## src/rtl/jtag_tap_pkg.sv

```systemverilog
package jtag_tap_pkg;

  localparam int IR_W = 5;

  typedef enum logic [3:0] {
    ST_EXIT2_DR = 4'h0,
    ST_EXIT1_DR = 4'h1,
    ST_SHIFT_DR = 4'h2,
    ST_PAUSE_DR = 4'h3,
    ST_SEL_IR   = 4'h4,
    ST_UPD_DR   = 4'h5,
    ST_CAP_DR   = 4'h6,
    ST_SEL_DR   = 4'h7,
    ST_EXIT2_IR = 4'h8,
    ST_EXIT1_IR = 4'h9,
    ST_SHIFT_IR = 4'hA,
    ST_PAUSE_IR = 4'hB,
    ST_IDLE     = 4'hC,
    ST_UPD_IR   = 4'hD,
    ST_CAP_IR   = 4'hE,
    ST_RESET    = 4'hF
  } tap_state_e;

  localparam logic [IR_W-1:0] OPC_IDCODE     = 5'b00001;
  localparam logic [IR_W-1:0] OPC_SAMPLE_PRE = 5'b00010;
  localparam logic [IR_W-1:0] OPC_SAMPLE     = 5'b00011;
  localparam logic [IR_W-1:0] OPC_EXTEST     = 5'b00100;
  localparam logic [IR_W-1:0] OPC_HIGHZ      = 5'b01001;
  localparam logic [IR_W-1:0] OPC_CLAMP      = 5'b01100;
  localparam logic [IR_W-1:0] IR_CAPT_VAL    = 5'b00001;

  typedef enum logic [1:0] {DR_BYPASS, DR_IDCODE, DR_BSR} dr_sel_e;

  typedef struct packed {
    dr_sel_e dr;
    logic    hiz;
    logic    apply;
    logic    frst;
  } ir_ctrl_t;

  // Standard TAP graph, one rising TCK edge.
  function automatic tap_state_e tap_next(tap_state_e s, logic tms);
    tap_state_e n;
    case (s)
      ST_RESET:    n = tms ? ST_RESET    : ST_IDLE;
      ST_IDLE:     n = tms ? ST_SEL_DR   : ST_IDLE;
      ST_SEL_DR:   n = tms ? ST_SEL_IR   : ST_CAP_DR;
      ST_CAP_DR:   n = tms ? ST_EXIT1_DR : ST_SHIFT_DR;
      ST_SHIFT_DR: n = tms ? ST_EXIT1_DR : ST_SHIFT_DR;
      ST_EXIT1_DR: n = tms ? ST_UPD_DR   : ST_PAUSE_DR;
      ST_PAUSE_DR: n = tms ? ST_EXIT2_DR : ST_PAUSE_DR;
      ST_EXIT2_DR: n = tms ? ST_UPD_DR   : ST_SHIFT_DR;
      ST_UPD_DR:   n = tms ? ST_SEL_DR   : ST_IDLE;
      ST_SEL_IR:   n = tms ? ST_RESET    : ST_CAP_IR;
      ST_CAP_IR:   n = tms ? ST_EXIT1_IR : ST_SHIFT_IR;
      ST_SHIFT_IR: n = tms ? ST_EXIT1_IR : ST_SHIFT_IR;
      ST_EXIT1_IR: n = tms ? ST_UPD_IR   : ST_PAUSE_IR;
      ST_PAUSE_IR: n = tms ? ST_EXIT2_IR : ST_PAUSE_IR;
      ST_EXIT2_IR: n = tms ? ST_UPD_IR   : ST_SHIFT_IR;
      ST_UPD_IR:   n = tms ? ST_SEL_DR   : ST_IDLE;
      default:     n = ST_RESET;
    endcase
    return n;
  endfunction

  function automatic ir_ctrl_t ir_decode(logic [IR_W-1:0] op);
    ir_ctrl_t c;
    c.dr    = DR_BYPASS;
    c.hiz   = 1'b0;
    c.apply = 1'b0;
    c.frst  = 1'b0;
    case (op)
      OPC_IDCODE:                 c.dr = DR_IDCODE;
      OPC_SAMPLE, OPC_SAMPLE_PRE: c.dr = DR_BSR;
      OPC_EXTEST: begin
        c.dr    = DR_BSR;
        c.apply = 1'b1;
        c.frst  = 1'b1;
      end
      OPC_HIGHZ: begin
        c.hiz  = 1'b1;
        c.frst = 1'b1;
      end
      OPC_CLAMP: begin
        c.apply = 1'b1;
        c.frst  = 1'b1;
      end
      default: ;
    endcase
    return c;
  endfunction

  // Codes 100nn hand the port to auxiliary controller nn, when it exists.
  function automatic logic is_aux_code(logic [IR_W-1:0] op, int naux);
    return (op[4:2] == 3'b100) && (int'(op[1:0]) < naux);
  endfunction

endpackage

```

## src/rtl/jtag_tap_fsm.sv

```systemverilog
module jtag_tap_fsm
  import jtag_tap_pkg::*;
(
  input  logic       tck,
  input  logic       rst_n,
  input  logic       tms,
  input  logic       hold,
  output tap_state_e state,
  output logic       in_tlr,
  output logic       cap_dr,
  output logic       sh_dr,
  output logic       upd_dr,
  output logic       cap_ir,
  output logic       sh_ir,
  output logic       upd_ir
);

  always_ff @(posedge tck or negedge rst_n) begin
    if (!rst_n)    state <= ST_RESET;
    else if (hold) state <= ST_IDLE;
    else           state <= tap_next(state, tms);
  end

  assign in_tlr = (state == ST_RESET);
  assign cap_dr = (state == ST_CAP_DR);
  assign sh_dr  = (state == ST_SHIFT_DR);
  assign upd_dr = (state == ST_UPD_DR);
  assign cap_ir = (state == ST_CAP_IR);
  assign sh_ir  = (state == ST_SHIFT_IR);
  assign upd_ir = (state == ST_UPD_IR);

endmodule

```

## src/rtl/jtag_tap_ir.sv

```systemverilog
module jtag_tap_ir
  import jtag_tap_pkg::*;
#(
  parameter int NAUX = 4,
  localparam int AIW = (NAUX > 1) ? $clog2(NAUX) : 1
) (
  input  logic            tck,
  input  logic            rst_n,
  input  logic            tdi,
  input  logic            in_tlr,
  input  logic            cap_ir,
  input  logic            sh_ir,
  input  logic            upd_ir,
  output logic            ir_lsb,
  output logic [IR_W-1:0] ir_active,
  output logic            gnt,
  output logic [AIW-1:0]  gnt_idx
);

  logic [IR_W-1:0] ir_sr;

  always_ff @(posedge tck or negedge rst_n) begin
    if (!rst_n) begin
      ir_sr     <= IR_CAPT_VAL;
      ir_active <= OPC_IDCODE;
      gnt       <= 1'b0;
      gnt_idx   <= '0;
    end else begin
      if (cap_ir)     ir_sr <= IR_CAPT_VAL;
      else if (sh_ir) ir_sr <= {tdi, ir_sr[IR_W-1:1]};

      if (in_tlr)      ir_active <= OPC_IDCODE;
      else if (upd_ir) ir_active <= ir_sr;

      if (upd_ir && is_aux_code(ir_sr, NAUX)) begin
        gnt     <= 1'b1;
        gnt_idx <= ir_sr[AIW-1:0];
      end
    end
  end

  assign ir_lsb = ir_sr[0];

endmodule

```

## src/rtl/jtag_tap_dr.sv

```systemverilog
module jtag_tap_dr #(
  parameter int              ID_W     = 32,
  parameter logic [ID_W-1:0] ID_VALUE = 32'h1A5E_C0DE
) (
  input  logic tck,
  input  logic rst_n,
  input  logic tdi,
  input  logic cap_dr,
  input  logic sh_dr,
  output logic id_lsb,
  output logic byp_q
);

  localparam logic [ID_W-1:0] ID_CAPT = {ID_VALUE[ID_W-1:1], 1'b1};

  logic [ID_W-1:0] id_sr;

  // Read-only registers: nothing is written back, so an early exit is harmless.
  always_ff @(posedge tck or negedge rst_n) begin
    if (!rst_n) begin
      id_sr <= '0;
      byp_q <= 1'b0;
    end else if (cap_dr) begin
      id_sr <= ID_CAPT;
      byp_q <= 1'b0;
    end else if (sh_dr) begin
      id_sr <= {tdi, id_sr[ID_W-1:1]};
      byp_q <= tdi;
    end
  end

  assign id_lsb = id_sr[0];

endmodule

```

## src/rtl/jtag_tap_aux.sv

```systemverilog
module jtag_tap_aux
  import jtag_tap_pkg::*;
#(
  parameter int              NAUX     = 4,
  parameter int              ID_W     = 32,
  parameter logic [ID_W-1:0] ID_VALUE = 32'h1A5E_C0DE
) (
  input  logic            tck,
  input  logic            trst_n,
  input  logic            tap_en,
  input  logic            tms,
  input  logic            tdi,
  output logic            tdo,
  output logic            tdo_oe,
  input  logic            bsr_so,
  output logic            bsr_sel,
  output logic            bsr_capture,
  output logic            bsr_shift,
  output logic            bsr_update,
  output logic            pin_hiz,
  output logic            pin_apply,
  output logic            func_rst,
  input  logic [NAUX-1:0] aux_tdo,
  output logic [NAUX-1:0] aux_own,
  output logic [NAUX-1:0] aux_tms,
  output logic [NAUX-1:0] aux_tdi
);

  localparam int AIW = (NAUX > 1) ? $clog2(NAUX) : 1;

  logic            tap_rst_n;
  tap_state_e      tap_state;
  logic            in_tlr, cap_dr, sh_dr, upd_dr, cap_ir, sh_ir, upd_ir_evt;
  logic [IR_W-1:0] ir_active;
  logic            ir_lsb, gnt, id_lsb, byp_q;
  logic [AIW-1:0]  gnt_idx;
  ir_ctrl_t        ctrl;
  logic            tdo_d, tdo_q, oe_q;

  // The enable and the test reset both force the port back to reset.
  assign tap_rst_n = trst_n & tap_en;

  jtag_tap_fsm u_fsm (
    .tck    (tck),
    .rst_n  (tap_rst_n),
    .tms    (tms),
    .hold   (gnt),
    .state  (tap_state),
    .in_tlr (in_tlr),
    .cap_dr (cap_dr),
    .sh_dr  (sh_dr),
    .upd_dr (upd_dr),
    .cap_ir (cap_ir),
    .sh_ir  (sh_ir),
    .upd_ir (upd_ir_evt)
  );

  jtag_tap_ir #(.NAUX(NAUX)) u_ir (
    .tck       (tck),
    .rst_n     (tap_rst_n),
    .tdi       (tdi),
    .in_tlr    (in_tlr),
    .cap_ir    (cap_ir),
    .sh_ir     (sh_ir),
    .upd_ir    (upd_ir_evt),
    .ir_lsb    (ir_lsb),
    .ir_active (ir_active),
    .gnt       (gnt),
    .gnt_idx   (gnt_idx)
  );

  jtag_tap_dr #(.ID_W(ID_W), .ID_VALUE(ID_VALUE)) u_dr (
    .tck    (tck),
    .rst_n  (tap_rst_n),
    .tdi    (tdi),
    .cap_dr (cap_dr),
    .sh_dr  (sh_dr),
    .id_lsb (id_lsb),
    .byp_q  (byp_q)
  );

  assign ctrl        = ir_decode(ir_active);
  assign bsr_sel     = (ctrl.dr == DR_BSR);
  assign bsr_capture = bsr_sel & cap_dr;
  assign bsr_shift   = bsr_sel & sh_dr;
  assign bsr_update  = bsr_sel & upd_dr;
  assign pin_hiz     = ctrl.hiz;
  assign pin_apply   = ctrl.apply;
  assign func_rst    = ctrl.frst;

  always_comb begin
    tdo_d = 1'b0;
    if (sh_ir) begin
      tdo_d = ir_lsb;
    end else if (sh_dr) begin
      case (ctrl.dr)
        DR_IDCODE: tdo_d = id_lsb;
        DR_BSR:    tdo_d = bsr_so;
        default:   tdo_d = byp_q;
      endcase
    end
  end

  always_ff @(negedge tck or negedge tap_rst_n) begin
    if (!tap_rst_n) begin
      tdo_q <= 1'b0;
      oe_q  <= 1'b0;
    end else begin
      tdo_q <= tdo_d;
      oe_q  <= sh_ir | sh_dr;
    end
  end

  assign tdo    = gnt ? aux_tdo[gnt_idx] : tdo_q;
  assign tdo_oe = gnt | oe_q;

  for (genvar i = 0; i < NAUX; i++) begin : g_aux
    assign aux_own[i] = gnt && (gnt_idx == AIW'(i));
    assign aux_tms[i] = aux_own[i] ? tms : 1'b1;
    assign aux_tdi[i] = aux_own[i] & tdi;
  end

endmodule

```

## config.mk

```make
export PLATFORM = sky130hd
export DESIGN_NAME = jtag_tap_aux
export DESIGN_NICKNAME = d
export VERILOG_FILES = /design/src/rtl/jtag_tap_pkg.sv /design/src/rtl/jtag_tap_fsm.sv /design/src/rtl/jtag_tap_ir.sv /design/src/rtl/jtag_tap_dr.sv /design/src/rtl/jtag_tap_aux.sv
export SDC_FILE = /design/constraint.sdc
export NUM_CORES = 1
export LEC_CHECK = 0
export BUFFER_PORTS_ARGS = -buffer_cell sky130_fd_sc_hd__clkbuf_2
export CORE_MARGIN = 2
export CORE_UTILIZATION = 61
export CTS_BUF_LIST = sky130_fd_sc_hd__clkbuf_16
export CTS_CLUSTER_DIAMETER = 30
export CTS_CLUSTER_SIZE = 20
export DETAILED_ROUTE_END_ITERATION = 8
export GPL_TIMING_DRIVEN = 1
export PLACE_DENSITY = 0.86
export SETUP_SLACK_MARGIN = 0.1
export SLEW_MARGIN = 0
export SYNTH_ARGS = -nofsm -noshare
export SYNTH_HDL_FRONTEND = slang
export SYNTH_SLANG_ARGS = --single-unit
```

## constraint.sdc

```tcl
create_clock -name tck -period 2.8 [get_ports tck]
set_input_delay 0.14 -clock tck [delete_from_list [all_inputs] [get_ports tck]]
set_output_delay 0.14 -clock tck [all_outputs]
set_load 0.01 [all_outputs]
```

==> results of run 1 <==
-- cells in the mapped netlist --
| cell | n | area share (%) |
|---|---|---|
| buf_1 | 1 | 0.15 |
| inv_1 | 3 | 0.46 |
| o21a_1 | 1 | 0.31 |
| mux2i_1 | 1 | 0.41 |
| a211o_1 | 2 | 0.72 |
| or3b_2 | 2 | 0.72 |
| mux2_2 | 1 | 0.46 |
| o31a_1 | 1 | 0.36 |
| buf_4 | 2 | 0.62 |
| a21oi_1 | 5 | 1.0 |
| mux2_4 | 2 | 1.2 |
| or2_2 | 2 | 0.52 |
| nand2_1 | 79 | 12 |
| dfstp_2 | 6 | 6.5 |
| dfrtp_1 | 43 | 44 |
| nor3b_2 | 1 | 0.52 |
| nand3_2 | 1 | 0.41 |
| o21ai_0 | 29 | 6.0 |
| o32ai_1 | 1 | 0.36 |
| nor4b_1 | 2 | 0.72 |
| nor3_1 | 3 | 0.62 |
| or3_1 | 2 | 0.52 |
| or4_4 | 1 | 0.46 |
| a22o_1 | 1 | 0.36 |
| and3_1 | 3 | 0.77 |
| nor2b_1 | 3 | 0.77 |
| mux4_2 | 1 | 0.93 |
| clkbuf_1 | 15 | 2.3 |
| and2_0 | 1 | 0.26 |
| dfrtn_1 | 2 | 2.1 |
| nor4_1 | 1 | 0.26 |
| and2_1 | 6 | 1.5 |
| nand2b_1 | 16 | 4.1 |
| ha_1 | 2 | 1.0 |
| nand3b_1 | 15 | 4.6 |
| nor2_1 | 7 | 1.1 |
-- area by class of cell --
class / count / share of cell area [%]
multi-input combinational: 192 / 38.9
timing repair buffer: 39 / 7.94
clock inverter: 3 / 0.402
tap: 48 / 2.14
inverter: 3 / 0.402
clock buffer: 5 / 4.46
sequential: 51 / 45.8
-- power by group through the flow --
stage | sequential [uW] | combinational [uW] | clock, uW
after floorplan | 1150 | 691 | 0
after global placement | 1230 | 789 | 0
after detailed placement | 1240 | 829 | 0
after CTS | 1230 | 856 | 582
after global routing | 1280 | 974 | 604
final | 1240 | 849 | 574
-- cells by family (layout without fill, tap and decap cells) --
group / Yosys count / count (layout)
buf+inv: 21 / 50
compound gates: 40 / 40
fa+ha+maj: 2 / 2
flops: 51 / 51
mux: 5 / 5
simple gates: 145 / 145
-- worst register-to-register path: stages, from the launching register on --
cell and delay, ns:
dfstp_2 0.54, nor4b_4 0.22, nand2b_1 0.15, ha_4 0.24, a211o_1 0.24, a21oi_2 0.11
nor4_1 0.05
-- path summary, 6_finish.rpt --
kind | from | endpoint | slack, ns | cells after the start
worst max-delay path | u_ir.ir_active[0] | tdo_q | -0.29 | 6
worst min-delay path | trst_n | u_fsm.state[3] | 0.04 | 2
worst max register to register | u_ir.ir_active[0] | tdo_q | -0.29 | 6
worst min register to register | u_dr.id_sr[4] | u_dr.id_sr[4] | 0.46 | 2
max in group asynchronous | tap_en | oe_q | 0.96 | 3
min in group tck | tdi | u_dr.id_sr[31] | 0.19 | 3
-- registers in the layout, indices dropped and copies added, names as in the netlist --
signal          count
u_ir.ir_sr          5
u_ir.gnt_idx        2
oe_q                1
u_ir.ir_active      5
u_dr.id_sr         32
u_ir.gnt            1
tdo_q               1
u_fsm.state         4
-- what timing repair did --
item	in CTS	in global routing
hold buffers	2	0
endpoints found under the setup margin	1	1
gates resized for setup	1	0
hold endpoints to repair	5	0
cloned	0	0
buffers inserted	1	0
-- per-layer routing --
layer / up-vias / part of all wire, % / global-route usage, %
met5: - / 0 / 0
met4: 0 / 0.61 / 4.85
met3: 5 / 4.7 / 5.91
met2: 45 / 49 / 40.6
met1: 874 / 46 / 33.3
li1: 920 / - / -
-- stage by stage --
stage	setup TNS, ns	hold slack (ns)	std cells	instance area, um2
global placement	-0.222	0.154	330	2640
CTS	-0.282	0.0397	341	2800
floorplan	-0.199	0.287	264	2460
detailed placement	-0.313	0.161	330	2640
finish	-0.294	0.0401	341	2800
global route	-0.371	0.0684	341	2800
==> flow_summary.toml, run 1 <==
[synthesis]
ys_seq_area_share_pct = 53.0
synth-simple-area-share_pct = 30.2
synth_nets = 276
synth_compound_area_share_pct = 9.14
syn_inst = 264
synthXorXnorAreaFrac_pct = 0
synth_mux_area_share_pct = 3.05
ys_ff_latch = 51
synth_fa_ha_area_share_pct = 1.03
synth_top_family_by_area = "simple AND/OR/NAND/NOR gates"
syn_avg_cell_area_um2 = 9.18
synth_cell_types = 36
ys_warn_count = 0
syn-cell-area_mm2 = 0.00242

[job]
maxCapViolations = 0

[floorplan]
initial_utilization_pct = 64.7
rows = 22
die_w_um = 67.0
core-area_mm2 = 0.00374
design.die.area_mm2 = 0.00449
ioPinCount = 31
die_y_um = 67.0

[power]
swShare_pct = 35.0
p_per_area_mw_per_mm2 = 948
p_total_uw = 2660
p_int_uw = 1730
p_leak_uw = 0.00143
switchingPower_uw = 930
comb_power_share_pct = 31.9
power.clock.fraction_pct = 21.6
vdd.ir_drop.worst_mv = 0.530
p_seq_share_pct = 46.5

[global_route]
grt_pass1_wl_mm = 8.25
grt.overflow.total = 0
antenna_found_initial = 0
grt_max_degree = 45
grt_usage_pct = 24.6
grt_pass1_vias = 1712

[timing]
worst_pin_slew_ns = 0.647
setup_viol = 1
slew_headroom_pct = 56.9
hold_violations = 0
skew_ns = 0.0217
setup_slack_ns = -0.294
slew_violations = 0
rsz0062_at_grt = "yes"

[layout]
seqCellArea_mm2 = 0.00128
antennaDiodeCount = 0
fin_util_pct = 74.9
nFillCells = 279
layout_commonest_cell = "nand2_1"
layout_common_cells = "79 x nand2_1, 43 x dfrtp_1, 30 x clkbuf_2"
area_growth_pct = 15.8
drive_above_1_share_pct = 21.8
multi_input_area_mm2 = 0.00109
fin_nets = 304

[worst_setup_path]
worstSetupEndpointType = "flop"
cp_max_fo = 3
crit_type = "reg2reg"
max_stage_delay_ns = 0.54
worst-path-buf-inv = 0
critical_path_required_ns = 1.55
setup.worst_path.start_class = "flop"
cp_data_arrival_time_ns = 1.84
path_delay_family = "flip-flops"
worstPathCellList = "nor4b_4, nand2b_1, ha_4, a211o_1, a21oi_2, nor4_1"
crit_slowest_cell = "dfstp_2"

[clocking]
clockBufferDepth = 2
tritoncts = "yes"
clkLatencyLatePin_ns = 0.30
numCtsBuffers = 5
clockRootBuffer = "clkbuf_16"
htreeDepth = 2
cts_sinks = 51
clk_pin_slew_ns = 0.06

[outcome]
violations = "setup timing"
outcome = "finished, violations left"

[placement]
port_buffers = 30
place_congestion = 0.798
dp_hpwl_mm = 3.17
dp_slack_ns = -0.313

[route]
num_vias = 1844
wl_per_cell_um = 13.9
drc_errors = 0
drt_iter0_markers = 85
via_per_inst = 5.41
wirelength_mm = 4.75
drtAntennaViolNets = 0
first_pass_iters = 5

[hold_path]
hold_class = "in2async"
(Power assumes the default switching activity.)
==> run 2, diff against run 1 <==
--- a/config.mk
+++ b/config.mk
@@ -14,7 +14,7 @@
 export DETAILED_ROUTE_END_ITERATION = 8
 export GPL_TIMING_DRIVEN = 1
 export PLACE_DENSITY = 0.86
-export SETUP_SLACK_MARGIN = 0.1
+export SETUP_SLACK_MARGIN = 0.4
 export SLEW_MARGIN = 0
 export SYNTH_ARGS = -nofsm -noshare
 export SYNTH_HDL_FRONTEND = slang
==> flow_summary.toml, run 2 (synthesis gave the netlist of run 1 again) <==
[floorplan]
design.die.area_mm2 = 0.00449
rows = 22
core-area_mm2 = 0.00374
die_y_um = 67.0
die_w_um = 67.0
initial_utilization_pct = 64.7
ioPinCount = 31

[global_route]
grt_pass1_vias = 1855
grt_usage_pct = 24.9
grt_max_degree = 46
antenna_found_initial = 0
grt_pass1_wl_mm = 8.35
grt.overflow.total = 0

[hold_path]
hold_class = "in2reg"
hold_end = "u_dr.id_sr[31]"
min_path_cells = 3
hold_path.startpoint = "tdi"

[timing]
setup_viol = 1
slew_headroom_pct = 57.9
fin_tns_setup_ns = -0.271
worst_pin_slew_ns = 0.632
slew_violations = 0
hold_violations = 0
skew_ns = 0.0222
setup_slack_ns = -0.271
rsz0062_at_grt = "yes"

[layout]
drive_above_1_share_pct = 23.7
layout_commonest_cell = "nand2_1"
nFillCells = 268
largest_register_ffs = 32
multi_input_area_mm2 = 0.00110
largest-register = "u_dr.id_sr"
postLayoutCellArea_mm2 = 0.00290
layout_common_cells = "79 x nand2_1, 43 x dfrtp_1, 29 x o21ai_0"
antennaDiodeCount = 0
largest_registers = "u_dr.id_sr: 32 flops, u_ir.ir_active: 5 flops, u_ir.ir_sr: 5 flops"
fin_nets = 310
area_growth_pct = 19.6
seqCellArea_mm2 = 0.00128

[route]
drc_errors = 0
wirelength_mm = 4.73
wl_per_cell_um = 13.6
drtAntennaViolNets = 0
drt_iter0_markers = 97
via_per_inst = 5.44
num_vias = 1887
first_pass_iters = 4

[placement]
post_dp_cell_area_mm2 = 0.00265
dp_hpwl_mm = 3.11
place_congestion = 0.801
dp_slack_ns = -0.310
port_buffers = 30

[worst_setup_path]
setup.worst_path.start_class = "flop"
crit_start = "u_ir.ir_active[0]"
worstSetupEndpointType = "flop"
ff2ff_setup_slack_ns = -0.27
critical_path_required_ns = 1.55
cp_max_fo = 3
worstRegToRegCells = 6
r2r-start = "u_ir.ir_active[0]"
r2r_end = "tdo_q"
crit_type = "reg2reg"
cp_data_arrival_time_ns = 1.82

[power]
p_per_area_mw_per_mm2 = 976
p_leak_uw = 0.00147
vdd.ir_drop.worst_mv = 0.657
p_total_uw = 2830

[outcome]
violations = "setup timing"
outcome = "finished, violations left"

[clocking]
cts_sinks = 51
htreeDepth = 2
clockBufferDepth = 2
numCtsBuffers = 5
clkLatencyLatePin_ns = 0.30
clockRootBuffer = "clkbuf_16"
tritoncts = "yes"
clk_pin_slew_ns = 0.07

[job]
maxCapViolations = 0
==> run 2: changes by cell type in the layout (fill, tap and decap cells not counted), sizes merged <==
| cell | previous run | this run |
|---|---|---|
| inv | 4 | 3 |
| dlygate4sd3 | 2 | 3 |
| buf | 7 | 14 |
| bufinv | 0 | 1 |
| clkbuf | 35 | 33 |
==> run 2: worst max-delay path, cell delays in order (launching register included) <==
cell	delay, ns
dfstp_2	0.54
nor4b_4	0.22
nand2b_1	0.15
ha_4	0.24
a211o_1	0.23
a21oi_2	0.10
nor4_1	0.05
==> run 2: how the worst max path moves through the flow <==
stage	slack [ns]	end	depth (start not counted)
finish	-0.27	tdo_q	6
CTS	-0.28	tdo_q	6
floorplan	-0.20	tdo_q	6
global placement	-0.23	tdo_q	6
detailed placement	-0.31	tdo_q	6
global route	-0.36	tdo_q	6
==> run 2: what timing repair did <==
action / 4_1_cts / 5_1_grt
hold endpoints to repair: 3 / 0
gates resized for setup: 2 / 5
hold buffers: 3 / 0
endpoints found under the setup margin: 4 / 3
setup buffers: 3 / 1
==> run 2: final cells by class <==
cell class	instances	area share (%)
sequential	51	44.3
multi-input combinational	192	37.8
timing repair buffer	45	9.76
clock buffer	5	4.32
tap	48	2.07
clock inverter	3	1.34
inverter	3	0.389
==> run 2: power by group <==
group	switching, uW	internal (uW)
clock	249	417
sequential	180	1020
combinational	515	452
total	945	1880
==> run 2: metrics by stage <==
step / std cells / hold slack, ns / util [%]
6_report: 347 / 0.182 / 77.4
5_1_grt: 347 / 0.216 / 77.4
4_1_cts: 346 / 0.176 / 76.8
3_5_place_dp: 332 / 0.117 / 70.8
3_3_place_gp: 332 / 0.114 / 70.8
2_1_floorplan: 264 / 0.287 / -
==> run 2: layer usage <==
metal / vias up / share of wire [%] / track usage, %
met5: - / 0 / 0
met4: 0 / 0.72 / 7.91
met3: 5 / 3.3 / 3.89
met2: 36 / 51 / 41.6
met1: 905 / 45 / 33.3
li1: 941 / - / -
==> run 3, diff against run 2 <==
--- a/config.mk
+++ b/config.mk
@@ -7,14 +7,15 @@
 export LEC_CHECK = 0
 export BUFFER_PORTS_ARGS = -buffer_cell sky130_fd_sc_hd__clkbuf_2
 export CORE_MARGIN = 2
-export CORE_UTILIZATION = 61
+export CORE_UTILIZATION = 57
 export CTS_BUF_LIST = sky130_fd_sc_hd__clkbuf_16
 export CTS_CLUSTER_DIAMETER = 30
 export CTS_CLUSTER_SIZE = 20
 export DETAILED_ROUTE_END_ITERATION = 8
 export GPL_TIMING_DRIVEN = 1
-export PLACE_DENSITY = 0.86
+export PLACE_DENSITY = 0.82
 export SETUP_SLACK_MARGIN = 0.4
+export SKIP_LAST_GASP = 1
 export SLEW_MARGIN = 0
 export SYNTH_ARGS = -nofsm -noshare
 export SYNTH_HDL_FRONTEND = slang
==> constraint.sdc (replaced) <==
create_clock -name tck -period 3.3 [get_ports tck]
set_input_delay 0.165 -clock tck [delete_from_list [all_inputs] [get_ports tck]]
set_output_delay 0.165 -clock tck [all_outputs]
set_load 0.01 [all_outputs]
==> flow_summary.toml, run 3 (synthesis gave the netlist of run 1 again) <==
[route]
via_per_inst = 5.40
wl_per_cell_um = 13.4
first_pass_iters = 4
drt_iter0_markers = 142
num_vias = 1857
drc_errors = 0
wirelength_mm = 4.62
drtAntennaViolNets = 0

[layout]
fin_nets = 305
layout_commonest_cell = "nand2_1"
drive_above_1_share_pct = 22.1
largest-register = "u_dr.id_sr"
layout_common_cells = "79 x nand2_1, 43 x dfrtp_1, 30 x clkbuf_2"
largest_register_ffs = 32
antennaDiodeCount = 0
largest_registers = "u_dr.id_sr: 32 flops, u_ir.ir_active: 5 flops, u_ir.ir_sr: 5 flops"
area_growth_pct = 16.2

[clocking]
clockBufferDepth = 2
tritoncts = "yes"
clkLatencyLatePin_ns = 0.30
clk_pin_slew_ns = 0.06
cts_sinks = 51
clockRootBuffer = "clkbuf_16"
numCtsBuffers = 5
htreeDepth = 2

[power]
vdd.ir_drop.worst_mv = 0.447
p_per_area_mw_per_mm2 = 803
p_int_uw = 1480
p_leak_uw = 0.00143
p_seq_share_pct = 47.2
switchingPower_uw = 783
comb_power_share_pct = 31.3
swShare_pct = 34.7
power.clock.fraction_pct = 21.5
p_total_uw = 2260

[timing]
worst_pin_slew_ns = 0.636
hold_ws_ns = 0.190
rsz0062_at_grt = "yes"
skew_ns = 0.0210
setup_viol = 1
slew_violations = 0
hold_violations = 0
slew_headroom_pct = 57.6
fin_tns_setup_ns = -0.0256
setup_slack_ns = -0.0256

[worst_setup_path]
setup.worst_path.start_class = "flop"
crit_type = "reg2reg"
cp_max_fo = 3
r2r-start = "u_ir.ir_active[0]"
r2r_end = "tdo_q"
ff2ff_setup_slack_ns = -0.03
cp_data_arrival_time_ns = 1.81
critical_path_required_ns = 1.79
worstRegToRegCells = 7
cp-endpoint = "tdo_q"
worstSetupEndpointType = "flop"
crit_start = "u_ir.ir_active[0]"

[global_route]
grt_pass1_wl_mm = 8.45
grt_max_degree = 47
grt_usage_pct = 21.6
grt_pass1_vias = 1886
grt.overflow.total = 0
antenna_found_initial = 0

[floorplan]
ioPinCount = 31
core-area_mm2 = 0.00406
die_y_um = 69.2
rows = 23
die_w_um = 69.2
design.die.area_mm2 = 0.00479
initial_utilization_pct = 59.7

[placement]
port_buffers = 30
place_congestion = 0.804
dp_slack_ns = -0.0622
dp_hpwl_mm = 3.04

[outcome]
outcome = "finished, violations left"
violations = "setup timing"

[hold_path]
hold_class = "in2async"

[job]
maxCapViolations = 0
run 3: cell types whose count changed in the layout (fill, tap and decap cells not counted), sizes merged:
cell         before  now
inv               3    4
buf              14    8
dlygate4sd3       3    2
clkbuf           33   35
bufinv            1    0
run 3: per-stage QoR:
stage,std cells,util (%),cell area (um2)
floorplan,264,-,2460
global placement,332,65.0,2640
finish,344,69.3,2810
global route,344,69.3,2810
CTS,343,69.1,2800
detailed placement,332,65.0,2640
run 3: worst min path at each step:
| stage | endpoint | slack [ns] | startpoint |
|---|---|---|---|
| detailed placement | u_ir.gnt_idx[0] | 0.13 | tap_en |
| CTS | u_dr.id_sr[30] | 0.22 | trst_n |
| global route | u_fsm.state[0] | 0.24 | tms |
| global placement | u_ir.gnt_idx[0] | 0.12 | tap_en |
| floorplan | u_fsm.state[0] | 0.31 | tms |
| finish | u_dr.id_sr[0] | 0.19 | trst_n |
run 3: cell type report:
| class | instances | area (um2) |
|---|---|---|
| clock inverters | 3 | 11.3 |
| multi-input cells | 192 | 1090 |
| clock buffers | 5 | 125 |
| inverters | 3 | 11.3 |
| flip-flops and latches | 51 | 1280 |
| fillers | 309 | 1240 |
| well taps | 50 | 62.6 |
| repair buffers | 40 | 230 |
run 3: critical path, stage by stage (launching register included):
cell     delay [ns]
dfstp_2        0.54
nor2_1         0.04
mux2i_1        0.23
nor3_2         0.09
ha_4           0.24
a211o_1        0.23
a21oi_2        0.10
nor4_1         0.05
run 3: per-layer routing:
metal	vias to the layer above	track usage, %	wire, um
met2	43	36.3	2190
li1	924	-	-
met4	0	7.41	44
met3	4	4.94	193
met5	-	0	0
met1	886	27.7	2190
run 3: what timing repair did:
item,4_1_cts,5_1_grt
hold endpoints to repair,3,0
buffers inserted,1,1
endpoints found under the setup margin,1,1
cloned,0,0
resized for setup,0,1
hold buffers,2,0
run 3: power groups by stage:
stage / Combinational (uW) / Sequential [uW] / Clock, uW
floorplan: 586 / 972 / 0
global placement: 652 / 1070 / 0
detailed placement: 682 / 1070 / 0
CTS: 699 / 1070 / 493
global route: 817 / 1110 / 529
finish: 707 / 1070 / 485
